--- config.mk ---
export PLATFORM = sky130hd
export DESIGN_NAME = adc_conv_seq
export DESIGN_NICKNAME = d
export VERILOG_FILES = /design/src/rtl/adcs_pkg.sv /design/src/rtl/adcs_rst_sync.sv /design/src/rtl/adcs_period_cnt.sv /design/src/rtl/adcs_shift.sv /design/src/rtl/adc_conv_seq.sv
export SDC_FILE = /design/constraint.sdc
export NUM_CORES = 1
export LEC_CHECK = 0
export ABC_AREA = 1
export BUFFER_PORTS_ARGS = -buffer_cell sky130_fd_sc_hd__buf_2
export CAP_MARGIN = 5
export CORE_ASPECT_RATIO = 1.5
export CORE_UTILIZATION = 54
export DETAILED_ROUTE_END_ITERATION = 6
export PLACE_DENSITY = 0.76
export SYNTH_ARGS = -nofsm -noshare
export SYNTH_HDL_FRONTEND = slang
export SYNTH_HIERARCHICAL = 1
export SYNTH_SLANG_ARGS = --single-unit
--- constraint.sdc ---
create_clock -name clk -period 2 [get_ports clk]
set_input_delay 0.2 -clock clk [delete_from_list [all_inputs] [get_ports clk]]
set_output_delay 0.2 -clock clk [all_outputs]
set_load 0.01 [all_outputs]
--- src/rtl/adcs_pkg.sv ---
package adcs_pkg;

  localparam int CMD_W  = 8;
  localparam int CHAN_W = 3;
  localparam int RES_W  = 12;
  localparam int SH_W   = (CMD_W > RES_W) ? CMD_W : RES_W;

  typedef enum logic [1:0] {
    ST_IDLE = 2'd0,
    ST_CMD  = 2'd1,
    ST_GAP  = 2'd2,
    ST_READ = 2'd3
  } seq_state_e;

  // Marker bit on top, then channel, range and polarity, two zero pad bits
  function automatic logic [CMD_W-1:0] build_ctrl(
    input logic [CHAN_W-1:0] ch,
    input logic              rng,
    input logic              bip
  );
    logic [CMD_W-1:0] w;
    w       = '0;
    w[7]    = 1'b1;
    w[6:4]  = ch;
    w[3]    = rng;
    w[2]    = bip;
    return w;
  endfunction

endpackage

--- src/rtl/adcs_rst_sync.sv ---
module adcs_rst_sync (
  input  logic clk,
  input  logic rst_n,
  output logic rst_sync_n
);

  logic [1:0] sync_q;

  always_ff @(posedge clk or negedge rst_n) begin
    if (!rst_n) begin
      sync_q <= 2'b00;
    end else begin
      sync_q <= {sync_q[0], 1'b1};
    end
  end

  assign rst_sync_n = sync_q[1];

endmodule

--- src/rtl/adcs_period_cnt.sv ---
module adcs_period_cnt #(
  parameter int PERIOD = 25
) (
  input  logic clk,
  input  logic rst_ni,
  input  logic en,
  output logic expire
);

  localparam int DW = $clog2(PERIOD + 1);

  logic [DW-1:0] cnt_q;
  logic [DW-1:0] cnt_d;
  logic          at_end;

  assign at_end = (cnt_q == DW'(PERIOD - 1));

  always_comb begin
    cnt_d = cnt_q;
    if (!en) begin
      cnt_d = '0;
    end else if (at_end) begin
      cnt_d = '0;
    end else begin
      cnt_d = cnt_q + DW'(1);
    end
  end

  always_ff @(posedge clk or negedge rst_ni) begin
    if (!rst_ni) begin
      cnt_q <= '0;
    end else begin
      cnt_q <= cnt_d;
    end
  end

  assign expire = en && at_end;

endmodule

--- src/rtl/adcs_shift.sv ---
module adcs_shift #(
  parameter int SH_W  = 12,
  parameter int CNT_W = 4
) (
  input  logic             clk,
  input  logic             rst_ni,
  input  logic             load,
  input  logic [SH_W-1:0]  load_data,
  input  logic [CNT_W-1:0] load_bits,
  input  logic             tick,
  input  logic             miso,
  output logic             sclk,
  output logic             mosi,
  output logic [SH_W-1:0]  rx_word,
  output logic             last_fall
);

  logic [SH_W-1:0]  tx_q, tx_d;
  logic [SH_W-1:0]  rx_q, rx_d;
  logic [CNT_W-1:0] cnt_q, cnt_d;
  logic [CNT_W-1:0] bits_q, bits_d;
  logic             sclk_q, sclk_d;

  always_comb begin
    tx_d   = tx_q;
    rx_d   = rx_q;
    cnt_d  = cnt_q;
    bits_d = bits_q;
    sclk_d = sclk_q;
    if (load) begin
      tx_d   = load_data;
      rx_d   = '0;
      cnt_d  = '0;
      bits_d = load_bits;
      sclk_d = 1'b0;
    end else if (tick) begin
      if (!sclk_q) begin
        // leading edge: capture the incoming bit
        sclk_d = 1'b1;
        rx_d   = {rx_q[SH_W-2:0], miso};
      end else begin
        // trailing edge: present the next outgoing bit
        sclk_d = 1'b0;
        tx_d   = {tx_q[SH_W-2:0], 1'b0};
        cnt_d  = cnt_q + CNT_W'(1);
      end
    end
  end

  always_ff @(posedge clk or negedge rst_ni) begin
    if (!rst_ni) begin
      tx_q   <= '0;
      rx_q   <= '0;
      cnt_q  <= '0;
      bits_q <= '0;
      sclk_q <= 1'b0;
    end else begin
      tx_q   <= tx_d;
      rx_q   <= rx_d;
      cnt_q  <= cnt_d;
      bits_q <= bits_d;
      sclk_q <= sclk_d;
    end
  end

  assign last_fall = !load && tick && sclk_q && (cnt_q == (bits_q - CNT_W'(1)));
  assign sclk      = sclk_q;
  assign mosi      = tx_q[SH_W-1];
  assign rx_word   = rx_q;

endmodule

--- src/rtl/adc_conv_seq.sv ---
module adc_conv_seq
  import adcs_pkg::*;
#(
  parameter int unsigned CLK_HZ       = 125_000_000,
  parameter int unsigned MIN_PULSE_NS = 200,
  parameter int unsigned GAP_NS       = 15_000
) (
  input  logic              clk,
  input  logic              rst_n,
  input  logic              start,
  input  logic [CHAN_W-1:0] chan,
  input  logic              range_sel,
  input  logic              bipolar_sel,
  input  logic              miso,
  output logic              cs_n,
  output logic              sclk,
  output logic              mosi,
  output logic              busy,
  output logic              done,
  output logic [RES_W-1:0]  result,
  output logic              result_signed
);

  localparam longint unsigned CLK_KHZ  = 64'(CLK_HZ) / 64'd1000;
  localparam int HALF_RAW = int'((64'(MIN_PULSE_NS) * CLK_KHZ + 64'd999_999) / 64'd1_000_000);
  localparam int WAIT_RAW = int'((64'(GAP_NS) * CLK_KHZ + 64'd999_999) / 64'd1_000_000);
  localparam int HALF_CYC = (HALF_RAW < 1) ? 1 : HALF_RAW;
  localparam int WAIT_CYC = (WAIT_RAW < 2) ? 2 : WAIT_RAW;
  localparam int CNT_W    = $clog2(SH_W + 1);

  logic rst_ni;

  seq_state_e       state_q, state_d;
  logic             bip_lat_q, bip_lat_d;
  logic             done_q, done_d;
  logic [RES_W-1:0] res_q, res_d;
  logic             sgn_q, sgn_d;

  logic             tick_en, gap_en;
  logic             tick, gap_expire;
  logic             sh_load;
  logic [SH_W-1:0]  sh_data;
  logic [CNT_W-1:0] sh_bits;
  logic             last_fall;
  logic [SH_W-1:0]  rx_word;
  logic             fin;

  adcs_rst_sync u_rst_sync (
    .clk        (clk),
    .rst_n      (rst_n),
    .rst_sync_n (rst_ni)
  );

  assign tick_en = (state_q == ST_CMD) || (state_q == ST_READ);
  assign gap_en  = (state_q == ST_GAP);

  adcs_period_cnt #(.PERIOD(HALF_CYC)) u_half_div (
    .clk    (clk),
    .rst_ni (rst_ni),
    .en     (tick_en),
    .expire (tick)
  );

  adcs_period_cnt #(.PERIOD(WAIT_CYC)) u_gap_timer (
    .clk    (clk),
    .rst_ni (rst_ni),
    .en     (gap_en),
    .expire (gap_expire)
  );

  adcs_shift #(.SH_W(SH_W), .CNT_W(CNT_W)) u_shift (
    .clk       (clk),
    .rst_ni    (rst_ni),
    .load      (sh_load),
    .load_data (sh_data),
    .load_bits (sh_bits),
    .tick      (tick),
    .miso      (miso),
    .sclk      (sclk),
    .mosi      (mosi),
    .rx_word   (rx_word),
    .last_fall (last_fall)
  );

  // next-state and phase loading
  always_comb begin
    state_d   = state_q;
    bip_lat_d = bip_lat_q;
    sh_load   = 1'b0;
    sh_data   = '0;
    sh_bits   = CNT_W'(CMD_W);
    fin       = 1'b0;
    unique case (state_q)
      ST_IDLE: begin
        if (start) begin
          sh_load   = 1'b1;
          sh_data   = SH_W'(build_ctrl(chan, range_sel, bipolar_sel)) << (SH_W - CMD_W);
          sh_bits   = CNT_W'(CMD_W);
          bip_lat_d = bipolar_sel;
          state_d   = ST_CMD;
        end
      end
      ST_CMD: begin
        if (last_fall) begin
          state_d = ST_GAP;
        end
      end
      ST_GAP: begin
        if (gap_expire) begin
          sh_load = 1'b1;
          sh_data = '0;
          sh_bits = CNT_W'(RES_W);
          state_d = ST_READ;
        end
      end
      ST_READ: begin
        if (last_fall) begin
          fin     = 1'b1;
          state_d = ST_IDLE;
        end
      end
      default: state_d = ST_IDLE;
    endcase
  end

  // result registers with explicit enable
  always_comb begin
    res_d  = res_q;
    sgn_d  = sgn_q;
    done_d = fin;
    if (fin) begin
      res_d = rx_word[RES_W-1:0];
      sgn_d = bip_lat_q;
    end
  end

  always_ff @(posedge clk or negedge rst_ni) begin
    if (!rst_ni) begin
      state_q   <= ST_IDLE;
      bip_lat_q <= 1'b0;
      done_q    <= 1'b0;
      res_q     <= '0;
      sgn_q     <= 1'b0;
    end else begin
      state_q   <= state_d;
      bip_lat_q <= bip_lat_d;
      done_q    <= done_d;
      res_q     <= res_d;
      sgn_q     <= sgn_d;
    end
  end

  assign cs_n          = (state_q == ST_IDLE);
  assign busy          = (state_q != ST_IDLE);
  assign done          = done_q;
  assign result        = res_q;
  assign result_signed = sgn_q;

endmodule

==> impl_metrics.json <==
{
  "max_freq_mhz": 478,
  "layout-drive-gt1-share_pct": 27.8,
  "fin_crit_sh_pct": 105,
  "critPathArrivalTime_ns": 2.36,
  "finalInstanceArea_um2": 4240,
  "yosys-top-cells-area": "dfrtp_1 (51%), nand2_1 (12%), inv_1 (7.0%)",
  "skew_ns": 0.0122,
  "worst_pin_slew_ns": 0.704,
  "ir_drop_uv": 688,
  "async_reset_ff_share_pct": 100,
  "cp_cell_sequence": "inv_2, ha_4, or2_2, inv_1, nor2_2, buf_4, buf_4, inv_4, buf_4, o21ai_1, buf_4, o21ai_0",
  "cpMostUsedCell": "buf_4",
  "drtPass1Iterations": 4,
  "hpwl_um": 4480,
  "startpoint": "state_q[1]",
  "grt_util_all_layers_pct": 23.4,
  "setup_viol": 24,
  "netlist.area_leader.share_pct": 51.2,
  "slowest_delay_ns": 0.45,
  "clk_pin_slew_ns": 0.08,
  "grt_pass1_wl_um": 11500,
  "diodes": 0,
  "rr_worst_depth": 12,
  "yosysSeqAreaShare_pct": 51.2,
  "p_per_area_nw_per_um2": 1040,
  "p_leak_nw": 2.22,
  "drv_cap": 0,
  "dp_cells": 519,
  "wl_per_cell_um": 13.2,
  "grt_max_degree": 37,
  "cts.sinks": 68,
  "synthFlopType": "dfrtp_1",
  "nets": 495,
  "dieHeight_um": 98.0,
  "drc": 0,
  "syn2layout_area_growth_pct": 27.8,
  "required_ns": 2.26,
  "route.vias.total": 2812,
  "crit_slowest_cell": "dfrtp_1",
  "drv_slew": 0,
  "status": "complete, but fails checks",
  "fin_cells": 551,
  "synthCells": 398,
  "crit_type": "flop to flop",
  "r2r-start": "state_q[1]",
  "crit_fanout": 6,
  "hold_violations": 0,
  "yosysUniqueCellTypes": 30,
  "rsz0062_at_grt": "true",
  "slew_headroom_pct": 53.1,
  "via_per_inst": 5.10,
  "synth_edf_count": 0,
  "io_buffers": 26,
  "hp-class": "primary input to flop",
  "grt_pass1_vias": 2730,
  "synth_commonest_cells": "nand2_1 (107), dfrtp_1 (68), inv_1 (62)",
  "violations": "setup timing",
  "max-clock-path-buffers": 2,
  "place_area_um2": 3760,
  "synth.most_common_cell": "nand2_1",
  "rows": 34,
  "cts_buffers": 9,
  "io_pins": 27,
  "cp_top_family": "buffers and inverters",
  "yosysTopAreaCell": "dfrtp_1",
  "ant_nets": 0,
  "reg2reg_to": "u_shift/rx_word[0]",
  "r2r_slack_ns": -0.09,
  "die_w_um": 66.0,
  "htree_levels": 3,
  "cts_tree": "yes",
  "setup_slack_ns": -0.0940,
  "fp.dieArea_um2": 6470,
  "cp.buffers_inverters": 7,
  "core_um2": 5870,
  "antenna_found_initial": 0,
  "clock-root-buffer": "clkbuf_8",
  "critPathLaunchType": "flop",
  "wl_um": 7280,
  "worstSetupEndpointType": "flop",
  "ys_seq_elements": 68,
  "setup.worst_path.end": "u_shift/rx_word[0]",
  "postSynthAreaPerCell_um2": 8.34,
  "start_util_pct": 56.6,
  "overflow": 0,
  "place.gp.congestion": 0.790,
  "clkLatencyLatePin_ns": 0.35,
  "drtIter0Drc": 263,
  "crit_cells": 12,
  "period_needed_ns": 2.09,
  "yosysWarnings": 6,
  "netlist_area_um2": 3320
}
-- what timing repair did --
| action | in CTS | in global routing |
|---|---|---|
| pin swaps | 4 | 9 |
| setup buffers | 7 | 6 |
| gates resized for setup | 6 | 34 |
| hold endpoints to repair | 2 | 0 |
| gates cloned | 1 | 2 |
| hold buffers | 1 | 0 |
| setup endpoints to repair | 45 | 45 |
-- layout by cell type (no fill, tap or decap), drive strengths merged --
master / count
inv: 66
clkinv: 3
o22ai: 12
buf: 65
o211ai: 10
mux2i: 1
a21oi: 5
conb: 10
o21ai: 25
xor2: 2
nor3: 3
ha: 12
o21bai: 1
clkinvlp: 1
nand3: 20
or2: 2
clkbuf: 12
nand2: 112
dlygate4sd3: 1
nand4: 4
dfrtp: 68
nor2: 39
xnor2: 5
-- kinds of logic after synthesis --
logic type	after synthesis	share of synthesized area, %
and+or+nand+nor	180	23.0
AOI/OAI and AO/OA	52	9.46
other	3	0.339
muxes	1	0.301
xor gates and xnor gates	7	1.85
adders and majority gates	12	4.52
buffers and inverters	75	9.27
DFF	68	51.2
-- sequential cells by signal (all words and copies together), names as in the netlist --
signal             flops
bip_lat_q              1
done                   1
result                12
result_signed          1
state_q                2
u_gap_timer/cnt_q     11
u_half_div/cnt_q       5
u_rst_sync/sync_q      2
u_shift/bits_q         4
u_shift/cnt_q          4
u_shift/rx_word       12
u_shift/sclk           1
u_shift/tx_q          12
-- worst min path at each step --
stage / startpoint / to / slack, ns / cells after the start
finish: miso / u_shift/rx_word[0] / 0.12 / 3
global route: rst_n / u_rst_sync/sync_q[1] / 0.15 / 2
CTS: miso / u_shift/rx_word[0] / 0.09 / 3
floorplan: rst_n / u_rst_sync/sync_q[0] / -0.1 / 0
global placement: rst_n / u_rst_sync/sync_q[0] / -0.01 / 1
detailed placement: rst_n / u_rst_sync/sync_q[0] / -0.01 / 1
-- routing by layer --
layer  global-route usage [%]  share of wire (%)
met5                        0                  0
met4                     9.66                1.7
met3                     6.54                3.4
met2                     39.3                 54
met1                     27.4                 41
-- per-stage QoR --
stage	TNS (ns)	hold WS (ns)	utilization (%)	power, mW	setup slack [ns]
6_report	-0.781	0.123	72.3	4.43	-0.0940
3_5_place_dp	-5.98	-0.0116	64.1	3.07	-0.183
3_3_place_gp	-3.91	-0.0137	64.1	3.01	-0.134
5_1_grt	-5.11	0.145	72.3	4.73	-0.182
4_1_cts	-0.0161	0.0949	69.0	4.20	-0.00784
2_1_floorplan	-0.401	-0.0956	-	2.65	-0.0431
-- worst reg2reg max path: stages, from the launching register on --
cell and delay [ns]:
dfrtp_1 0.45, inv_2 0.09, ha_4 0.18, or2_2 0.29
inv_1 0.07, nor2_2 0.04, buf_4 0.14, buf_4 0.14
inv_4 0.07, buf_4 0.11, o21ai_1 0.09, buf_4 0.19
o21ai_0 0.16
-- area by class of cell --
class | instances | area (µm²)
flip-flops and latches | 68 | 1700
clock buffers | 11 | 151
fillers | 421 | 1630
clock inverters | 5 | 35.0
well taps | 72 | 90.1
repair buffers | 67 | 508
inverters | 65 | 256
multi-input cells | 263 | 1500
-- power breakdown --
group | switching, mW | internal (mW)
Clock | 0.535 | 0.519
Combinational | 0.950 | 0.690
Sequential | 0.139 | 1.59
Total | 1.62 | 2.80
No activity file was read; power rests on OpenSTA's default activity.
